===== config.mk =====
export PLATFORM = sky130hd
export DESIGN_NAME = pbus_reg_target
export DESIGN_NICKNAME = d
export VERILOG_FILES = /design/src/rtl/pbus_tgt_pkg.sv /design/src/rtl/pbus_sync.sv /design/src/rtl/pbus_phase_detect.sv /design/src/rtl/pbus_regfile.sv /design/src/rtl/pbus_txn_ctrl.sv /design/src/rtl/pbus_reg_target.sv
export SDC_FILE = /design/constraint.sdc
export NUM_CORES = 1
export LEC_CHECK = 0
export BUFFER_PORTS_ARGS = -buffer_cell sky130_fd_sc_hd__buf_2
export CORE_ASPECT_RATIO = 0.75
export CORE_UTILIZATION = 41
export DETAILED_ROUTE_END_ITERATION = 10
export PLACE_DENSITY_LB_ADDON = 0.1
export SLEW_MARGIN = 10
export SYNTH_ARGS = -nofsm -noshare
export SYNTH_HDL_FRONTEND = slang
export SYNTH_HIERARCHICAL = 1
export SYNTH_SLANG_ARGS = --single-unit

===== constraint.sdc =====
create_clock -name clk -period 4 [get_ports clk]
set_input_delay 0.2 -clock clk [delete_from_list [all_inputs] [get_ports clk]]
set_output_delay 0.2 -clock clk [all_outputs]
set_load 0.1 [all_outputs]

===== src/rtl/pbus_tgt_pkg.sv =====
package pbus_tgt_pkg;
  localparam int BYTE_W = 8;
  localparam int WORD_W = 2 * BYTE_W;

  // Select a byte of a word: lo_sel = 0 gives the high byte.
  function automatic logic [BYTE_W-1:0] word_byte(input logic [WORD_W-1:0] w,
                                                   input logic lo_sel);
    return lo_sel ? w[BYTE_W-1:0] : w[WORD_W-1:BYTE_W];
  endfunction

  function automatic logic [WORD_W-1:0] join_bytes(input logic [BYTE_W-1:0] hi,
                                                   input logic [BYTE_W-1:0] lo);
    return {hi, lo};
  endfunction
endpackage


===== src/rtl/pbus_sync.sv =====
module pbus_sync #(
  parameter int W = 1
) (
  input  logic         clk,
  input  logic         rst_n,
  input  logic [W-1:0] d,
  output logic [W-1:0] q
);
  logic [W-1:0] meta_q;

  always_ff @(posedge clk or negedge rst_n) begin
    if (!rst_n) begin
      meta_q <= '0;
      q      <= '0;
    end else begin
      meta_q <= d;
      q      <= meta_q;
    end
  end
endmodule


===== src/rtl/pbus_phase_detect.sv =====
module pbus_phase_detect (
  input  logic clk,
  input  logic rst_n,
  input  logic stb_s,
  input  logic ale_s,
  input  logic dir_s,
  input  logic cs_s,
  output logic addr_evt,
  output logic wr_evt,
  output logic rd_evt,
  output logic stb_fall,
  output logic cs_rise
);
  logic stb_d, cs_d, stb_rise;

  always_ff @(posedge clk or negedge rst_n) begin
    if (!rst_n) begin
      stb_d <= 1'b0;
      cs_d  <= 1'b0;
    end else begin
      stb_d <= stb_s;
      cs_d  <= cs_s;
    end
  end

  assign stb_rise = stb_s & ~stb_d;
  assign stb_fall = ~stb_s & stb_d;
  assign cs_rise  = cs_s & ~cs_d;
  assign addr_evt = stb_rise & ale_s;
  assign wr_evt   = stb_rise & ~ale_s & dir_s;
  assign rd_evt   = stb_rise & ~ale_s & ~dir_s;
endmodule


===== src/rtl/pbus_regfile.sv =====
module pbus_regfile
  import pbus_tgt_pkg::*;
#(
  parameter int NUM_REGS = 8,
  parameter int ADDR_W   = BYTE_W
) (
  input  logic              clk,
  input  logic              rst_n,
  input  logic [ADDR_W-1:0] addr,
  input  logic              we,
  input  logic [WORD_W-1:0] wdata,
  output logic [WORD_W-1:0] rdata
);
  localparam int REG_AW = (NUM_REGS > 1) ? $clog2(NUM_REGS) : 1;

  logic [WORD_W-1:0] bank [NUM_REGS];
  logic              hit;
  logic [REG_AW-1:0] slot;

  assign hit  = (addr < ADDR_W'(NUM_REGS));
  assign slot = addr[REG_AW-1:0];

  for (genvar i = 0; i < NUM_REGS; i++) begin : g_reg
    always_ff @(posedge clk or negedge rst_n) begin
      if (!rst_n)
        bank[i] <= '0;
      else if (we && hit && slot == REG_AW'(i))
        bank[i] <= wdata;
    end
  end

  assign rdata = hit ? bank[slot] : '0;
endmodule


===== src/rtl/pbus_txn_ctrl.sv =====
module pbus_txn_ctrl
  import pbus_tgt_pkg::*;
#(
  parameter int STALL_W = 4
) (
  input  logic               clk,
  input  logic               rst_n,
  input  logic [BYTE_W-1:0]  din_s,
  input  logic               dir_s,
  input  logic               ale_s,
  input  logic               addr_evt,
  input  logic               wr_evt,
  input  logic               rd_evt,
  input  logic               stb_fall,
  input  logic               cs_rise,
  input  logic [STALL_W-1:0] stall_cfg,
  input  logic [WORD_W-1:0]  rf_rdata,
  output logic [BYTE_W-1:0]  rf_addr,
  output logic               rf_we,
  output logic [WORD_W-1:0]  rf_wdata,
  output logic [BYTE_W-1:0]  dout,
  output logic               oe,
  output logic               ready
);
  logic               lo_next;    // 0: next byte is the high byte
  logic               hi_have;    // high byte of a write is waiting
  logic [BYTE_W-1:0]  hi_q;
  logic [STALL_W-1:0] stall_left;
  logic               oe_q;

  always_ff @(posedge clk or negedge rst_n) begin
    if (!rst_n) begin
      rf_addr    <= '0;
      rf_we      <= 1'b0;
      rf_wdata   <= '0;
      dout       <= '0;
      oe_q       <= 1'b0;
      ready      <= 1'b0;
      lo_next    <= 1'b0;
      hi_have    <= 1'b0;
      hi_q       <= '0;
      stall_left <= '0;
    end else begin
      rf_we <= 1'b0;
      if (addr_evt) begin
        rf_addr    <= din_s;
        lo_next    <= 1'b0;
        hi_have    <= 1'b0;
        stall_left <= stall_cfg;
        ready      <= 1'b1;
        oe_q       <= 1'b0;
      end else if (wr_evt) begin
        if (!lo_next) begin
          hi_q    <= din_s;
          hi_have <= 1'b1;
          lo_next <= 1'b1;
        end else begin
          rf_we    <= 1'b1;
          rf_wdata <= join_bytes(hi_q, din_s);
          hi_have  <= 1'b0;
          lo_next  <= 1'b0;
        end
      end else if (rd_evt) begin
        dout    <= word_byte(rf_rdata, lo_next);
        lo_next <= ~lo_next;
        oe_q    <= 1'b1;
      end
      if (stb_fall)
        oe_q <= 1'b0;
      if (cs_rise) begin
        if (stall_left != '0) begin
          stall_left <= stall_left - STALL_W'(1);
          ready      <= 1'b1;
          if (!dir_s)
            lo_next <= 1'b0;
        end else begin
          ready <= hi_have;
        end
      end
    end
  end

  assign oe = oe_q & ~dir_s & ~ale_s;
endmodule


===== src/rtl/pbus_reg_target.sv =====
module pbus_reg_target
  import pbus_tgt_pkg::*;
#(
  parameter int NUM_REGS = 8,
  parameter int STALL_W  = 4
) (
  input  logic               clk,
  input  logic               rst_n,
  input  logic [7:0]         bus_data_in,
  output logic [7:0]         bus_data_out,
  output logic               bus_data_oe,
  input  logic               bus_strobe,
  input  logic               bus_ale,
  input  logic               bus_dir,
  input  logic               bus_cs,
  output logic               bus_ready,
  input  logic [STALL_W-1:0] stall_cfg
);
  localparam int CTL_W = 4;

  logic [BYTE_W-1:0] din_s;
  logic [CTL_W-1:0]  ctl_s;
  logic stb_s, ale_s, dir_s, cs_s;
  logic addr_evt, wr_evt, rd_evt, stb_fall, cs_rise;
  logic [BYTE_W-1:0] rf_addr;
  logic              rf_we;
  logic [WORD_W-1:0] rf_wdata, rf_rdata;

  pbus_sync #(.W(BYTE_W)) u_sync_data (
    .clk(clk), .rst_n(rst_n), .d(bus_data_in), .q(din_s)
  );
  pbus_sync #(.W(CTL_W)) u_sync_ctl (
    .clk(clk), .rst_n(rst_n),
    .d({bus_strobe, bus_ale, bus_dir, bus_cs}), .q(ctl_s)
  );
  assign {stb_s, ale_s, dir_s, cs_s} = ctl_s;

  pbus_phase_detect u_detect (
    .clk(clk), .rst_n(rst_n), .stb_s(stb_s), .ale_s(ale_s), .dir_s(dir_s),
    .cs_s(cs_s), .addr_evt(addr_evt), .wr_evt(wr_evt), .rd_evt(rd_evt),
    .stb_fall(stb_fall), .cs_rise(cs_rise)
  );

  pbus_txn_ctrl #(.STALL_W(STALL_W)) u_ctrl (
    .clk(clk), .rst_n(rst_n), .din_s(din_s), .dir_s(dir_s), .ale_s(ale_s),
    .addr_evt(addr_evt), .wr_evt(wr_evt), .rd_evt(rd_evt),
    .stb_fall(stb_fall), .cs_rise(cs_rise), .stall_cfg(stall_cfg),
    .rf_rdata(rf_rdata), .rf_addr(rf_addr), .rf_we(rf_we),
    .rf_wdata(rf_wdata), .dout(bus_data_out), .oe(bus_data_oe),
    .ready(bus_ready)
  );

  pbus_regfile #(.NUM_REGS(NUM_REGS), .ADDR_W(BYTE_W)) u_regs (
    .clk(clk), .rst_n(rst_n), .addr(rf_addr), .we(rf_we),
    .wdata(rf_wdata), .rdata(rf_rdata)
  );
endmodule


Word level (Yosys, flattened, before mapping) --
Index checks and enable logic that the tools add are counted.
Word-level totals: register bits 203
Cells by class: add/subtract/negate cells 1, order comparisons 2, equal/unequal tests 8, multiplexer cells 27, bitwise operators 18, reduce and logical (&&, ||, !) cells 18
Operators by type and width (number):
- $bmux W16 S3 | 1
- $mux W16 | 3
- $mux W1 | 19
- $eq A3 B3 Y1 const B | 4
- $mux W4 | 3
- $and A1 B1 Y1 | 9
- $logic_and A1 B1 Y1 | 9
- $reduce_and A3 Y1 | 3
- $lt A8 B4 Y1 const B | 1
- $mux W8 | 1
- $not A1 Y1 | 8
- $eq A3 B2 Y1 const B | 2
- $ge A4 B4 Y1 const B | 1
- $not A3 Y4 | 1
- $reduce_bool A2 Y1 | 2
- $reduce_bool A4 Y1 | 1
- $sub A4 B1 Y4 const B | 1
- $eq A3 B1 Y1 const B | 1
- $logic_not A3 Y1 | 1
- $ne A3 B3 Y1 const B | 1
- $reduce_bool A3 Y1 | 1
- $reduce_and A2 Y1 | 1

Longest topological paths before layout --
word-level depth 10, gate-level depth with buffers 8

Hierarchy --
The synthesis kept the hierarchy.
Modules (own cells, without submodules):
- pbus_regfile | times used 1, cells each 416, area an instance 6137.1 µm², sequential area each 3203.1 µm²
- pbus_txn_ctrl | times used 1, cells each 150, area an instance 2065.7 µm², sequential area each 1226.2 µm²
- pbus_sync (u_sync_data) | times used 1, cells each 16, area an instance 400.4 µm², sequential area each 400.4 µm²
- pbus_sync (u_sync_ctl) | times used 1, cells each 8, area an instance 200.2 µm², sequential area each 200.2 µm²
- pbus_phase_detect | times used 1, cells each 7, area an instance 98.8 µm², sequential area each 50.0 µm²

Worst setup path before layout --
No wires, ideal clock.
path type reg-to-output, start reg u_sync_ctl.q[1], end out bus_data_oe, data arrival time 2.618 ns, required time 3.800 ns, setup slack 1.182 ns, stages on the path, launching flop included 2, buffers on the path 0, cell sequence dfrtp_1 -> nor3b_1
Between the ends: longest elaborated chain between the ends 3
Ends and longest elaborated chain:
- start: declaration | RTL line pbus_sync.sv:7 | output logic [W-1:0] q
- start signal: assignment | RTL line pbus_sync.sv:17 | q <= meta_q;
- $not A1 Y1 | RTL line pbus_txn_ctrl.sv:83 | assign oe = oe_q & ~dir_s & ~ale_s;
- $and A1 B1 Y1 (2 in series) | RTL line pbus_txn_ctrl.sv:83
- end: declaration | RTL line pbus_reg_target.sv:11 | output logic bus_data_oe,
Every way passes these cells.

Final worst setup path --
start reg u_ctrl.rf_addr[1], end reg u_regs/bank[71] in the netlist's numbering
Between the ends: longest elaborated chain between the ends 3
Ends and longest elaborated chain:
- start: declaration | RTL line pbus_txn_ctrl.sv:18 | output logic [BYTE_W-1:0] rf_addr,
- start signal: assignment | RTL line pbus_txn_ctrl.sv:46 | rf_addr <= din_s;
- $lt A8 B4 Y1 | RTL line pbus_regfile.sv:20 | assign hit = (addr < ADDR_W'(NUM_REGS));
- $logic_and A1 B1 Y1 | RTL line pbus_regfile.sv:27 | else if (we && hit && slot == REG_AW'(i))
- $logic_and A1 B1 Y1 * | RTL line pbus_regfile.sv:27
- end signal: indexed assignment | RTL line pbus_regfile.sv:28 | bank[i] <= wdata;
- end: declaration | RTL line pbus_regfile.sv:16 | logic [WORD_W-1:0] bank [NUM_REGS];
Mark *: on every way between the ends. The rest lies on a longest branch, timed or not. A chain may end at the register's enable or synchronous reset.

==> flow_summary.ini <==
[cts]
cts.sinks = 203
tritoncts = done
cts_buffer_depth = 3
cts_resized = 0
clk_pin_slew_ns = 0.06
clkLatencyLatePin_ns = 0.50
cts_root_buf = clkbuf_16
numCtsBuffers = 21
cts_max_level = 1

[floorplanning]
die_width_um = 172
die-area_um2 = 22300
start_util_pct = 41.9
die_y_um = 130
rows = 46
fp.coreArea_um2 = 21200
ios = 28

[logic_synthesis]
synth-edff-count = 0
netlist-cell-type-count = 42
synth-seq-cells = 203
async_flop_share_pct = 100
synth_top_cell_area_share_pct = 57.1
synth_area_leaders = dfrtp_1 (57%), mux2_2 (19%), mux2_4 (6.7%)
netlist_instances = 597
synth-main-ff-cell = dfrtp_1
yosys_warnings = 6
syn_area_um2 = 8900
syn_avg_cell_area_um2 = 14.9
synth_area_leader_cell = dfrtp_1
syn_nets = 616
yosysSeqAreaShare_pct = 57.1

[layout]
multi_input_area_um2 = 3580
fin_nets = 651
drive_above_1_share_pct = 42.4
num_antenna_cells = 0
final_common_cell = dfrtp_1
final_cell_mix = dfrtp_1 (202), mux2_2 (152), mux2i_1 (45)
fillCellCount = 1824
area_growth_pct = 13.0
regArea_um2 = 5080

[critical_path]
crit_path_max_fanout = 72
required_ns = 4.37
end_kind = flip-flop
arrival_ns = 3.21
regToRegStartpoint = u_ctrl/rf_addr[1]
rr_worst_depth = 3
path_class = reg2reg
start_kind = flip-flop
regToRegSetupSlack_ns = 1.16
r2r_end = u_regs/bank[71]

[placed_design]
portBuffers = 27
dpl.hpwl_um = 11800
gp_congestion = 0.723

[drt]
wl_per_cell_um = 21.0
antenna_left = 0
vias_per_cell = 5.22
num_vias = 4866
drt-initial-drc-count = 305
drt-total-wl_um = 19600
dr.pass1.iters = 4
drc_errors = 0

[timing]
tns_ns = 0
finalSetupViolCount = 0
hold_viol = 0
slew_viol_final = 0
period_share_pct = 70.9
slew_headroom_pct = 19.0
clock.fmax_mhz = 353
finalClockSkew_ns = 0.00858
worst_pin_slew_ns = 1.21
fin_crit_ns = 2.84
rsz0062_at_grt = no

[power_and_ir_drop]
fin_total_pwr_w = 0.00503
pwr_density_cell_nw_per_um2 = 500
p_leak_nw = 4.92
ir_drop_uv = 303

[run_status]
status = finished clean

[job]
max_cap_violations = 0

[hold_path]
min_to = u_ctrl/stall_left[0]
hold_start = stall_cfg[0]
hold-path-cell-count = 3
hold_class = in2reg

[grt]
grt_pass1_wl_um = 31100
grtUsageTotal_pct = 18.6
antenna_found_initial = 0
grt_pass1_vias = 5162
overflow = 0
grt_max_degree = 110
[cell usage after synthesis, types with 3 or more instances]
library cell / instances
a21oi_1: 11
a22o_1: 19
buf_1: 5
buf_2: 11
buf_4: 3
buf_6: 6
clkbuf_1: 10
dfrtp_1: 203
inv_1: 5
mux2_2: 152
mux2_4: 40
mux2i_1: 45
nand2_1: 4
nor2_1: 11
nor2b_1: 4
nor3_1: 20
o22ai_1: 16
or4_1: 3
[worst max-delay path, stage by stage (launching register included)]
cell and delay [ns]:
dfrtp_4 1.13, nor4b_4 0.84, buf_4 0.36, mux2_2 0.36
[worst max path at each step]
stage,startpoint,end
final,u_ctrl/rf_addr[1],u_regs/bank[71]
after global routing,u_ctrl/rf_addr[1],u_regs/bank[66]
after CTS,u_ctrl/rf_addr[1],u_regs/bank[71]
after detailed placement,u_ctrl/rf_addr[1],u_regs/bank[71]
after global placement,u_ctrl/rf_addr[1],u_regs/bank[65]
after floorplan,u_sync_ctl/q[1],bus_data_oe
[area by class of cell]
class,count,area share (%)
flip-flops and latches,203,50.5
multi-input cells,352,35.6
clock buffers,29,5.72
repair buffers,48,3.72
well taps,288,3.58
clock inverters,6,0.572
inverters,6,0.224
[flip-flops by register name (all words and copies together), names as in the netlist]
register and count:
u_regs/bank 128, u_ctrl/rf_wdata 16, u_ctrl/dout 8, u_ctrl/hi_q 8, u_ctrl/rf_addr 8, u_sync_data/meta_q 8, u_sync_data/q 8, u_ctrl/stall_left 4
u_sync_ctl/meta_q 4, u_sync_ctl/q 4, u_ctrl/hi_have 1, u_ctrl/lo_next 1, u_ctrl/oe_q 1, u_ctrl/ready 1, u_ctrl/rf_we 1, u_detect/cs_d 1
u_detect/stb_d 1
[timing repair]
action	4_1_cts	5_1_grt
hold buffers	14	0
endpoints found under the hold margin	120	0
buffers inserted	0	0
[through the flow]
stage | cells | instance area [um^2] | setup slack (ns) | hold slack [ns] | utilization [%]
4_1_cts | 932 | 10100 | 1.10 | 0.0197 | 47.4
3_5_place_dp | 883 | 9280 | 1.11 | 0.309 | 43.7
6_report | 932 | 10100 | 1.16 | 0.0303 | 47.4
2_1_floorplan | 597 | 8900 | 1.18 | -0.0956 | -
5_1_grt | 932 | 10100 | 1.01 | 0.0649 | 47.4
3_3_place_gp | 883 | 9280 | 1.14 | 0.308 | 43.7
[report_power, final]
group          leakage, nW  total, W  internal (W)  switching [W]
Sequential            2.70   0.00250       0.00221       0.000295
Combinational         1.91  0.000677      0.000283       0.000394
Clock                0.310   0.00185       0.00107       0.000780
[routing by layer]
metal  GRT usage [%]  routed length [um]  vias to the layer above
met3            2.96                 875                       22
li1                -                   -                     2250
met2            27.5                8420                       76
met1            28.6                9950                     2518
met4            4.01                 314                        0
met5               0                   0                        -
[cell families (layout without fill, tap and decap cells)]
family,count (synthesis),in the layout,share of synthesized area (%)
and+or+nand+nor,64,64,5.09
DFF,203,203,57.1
adders and majority gates,1,1,0.141
buffers and inverters,42,89,2.74
AOI/OAI and AO/OA,50,50,3.94
muxes,237,237,31.0
Note: power is estimated with default switching activity, not from simulation.
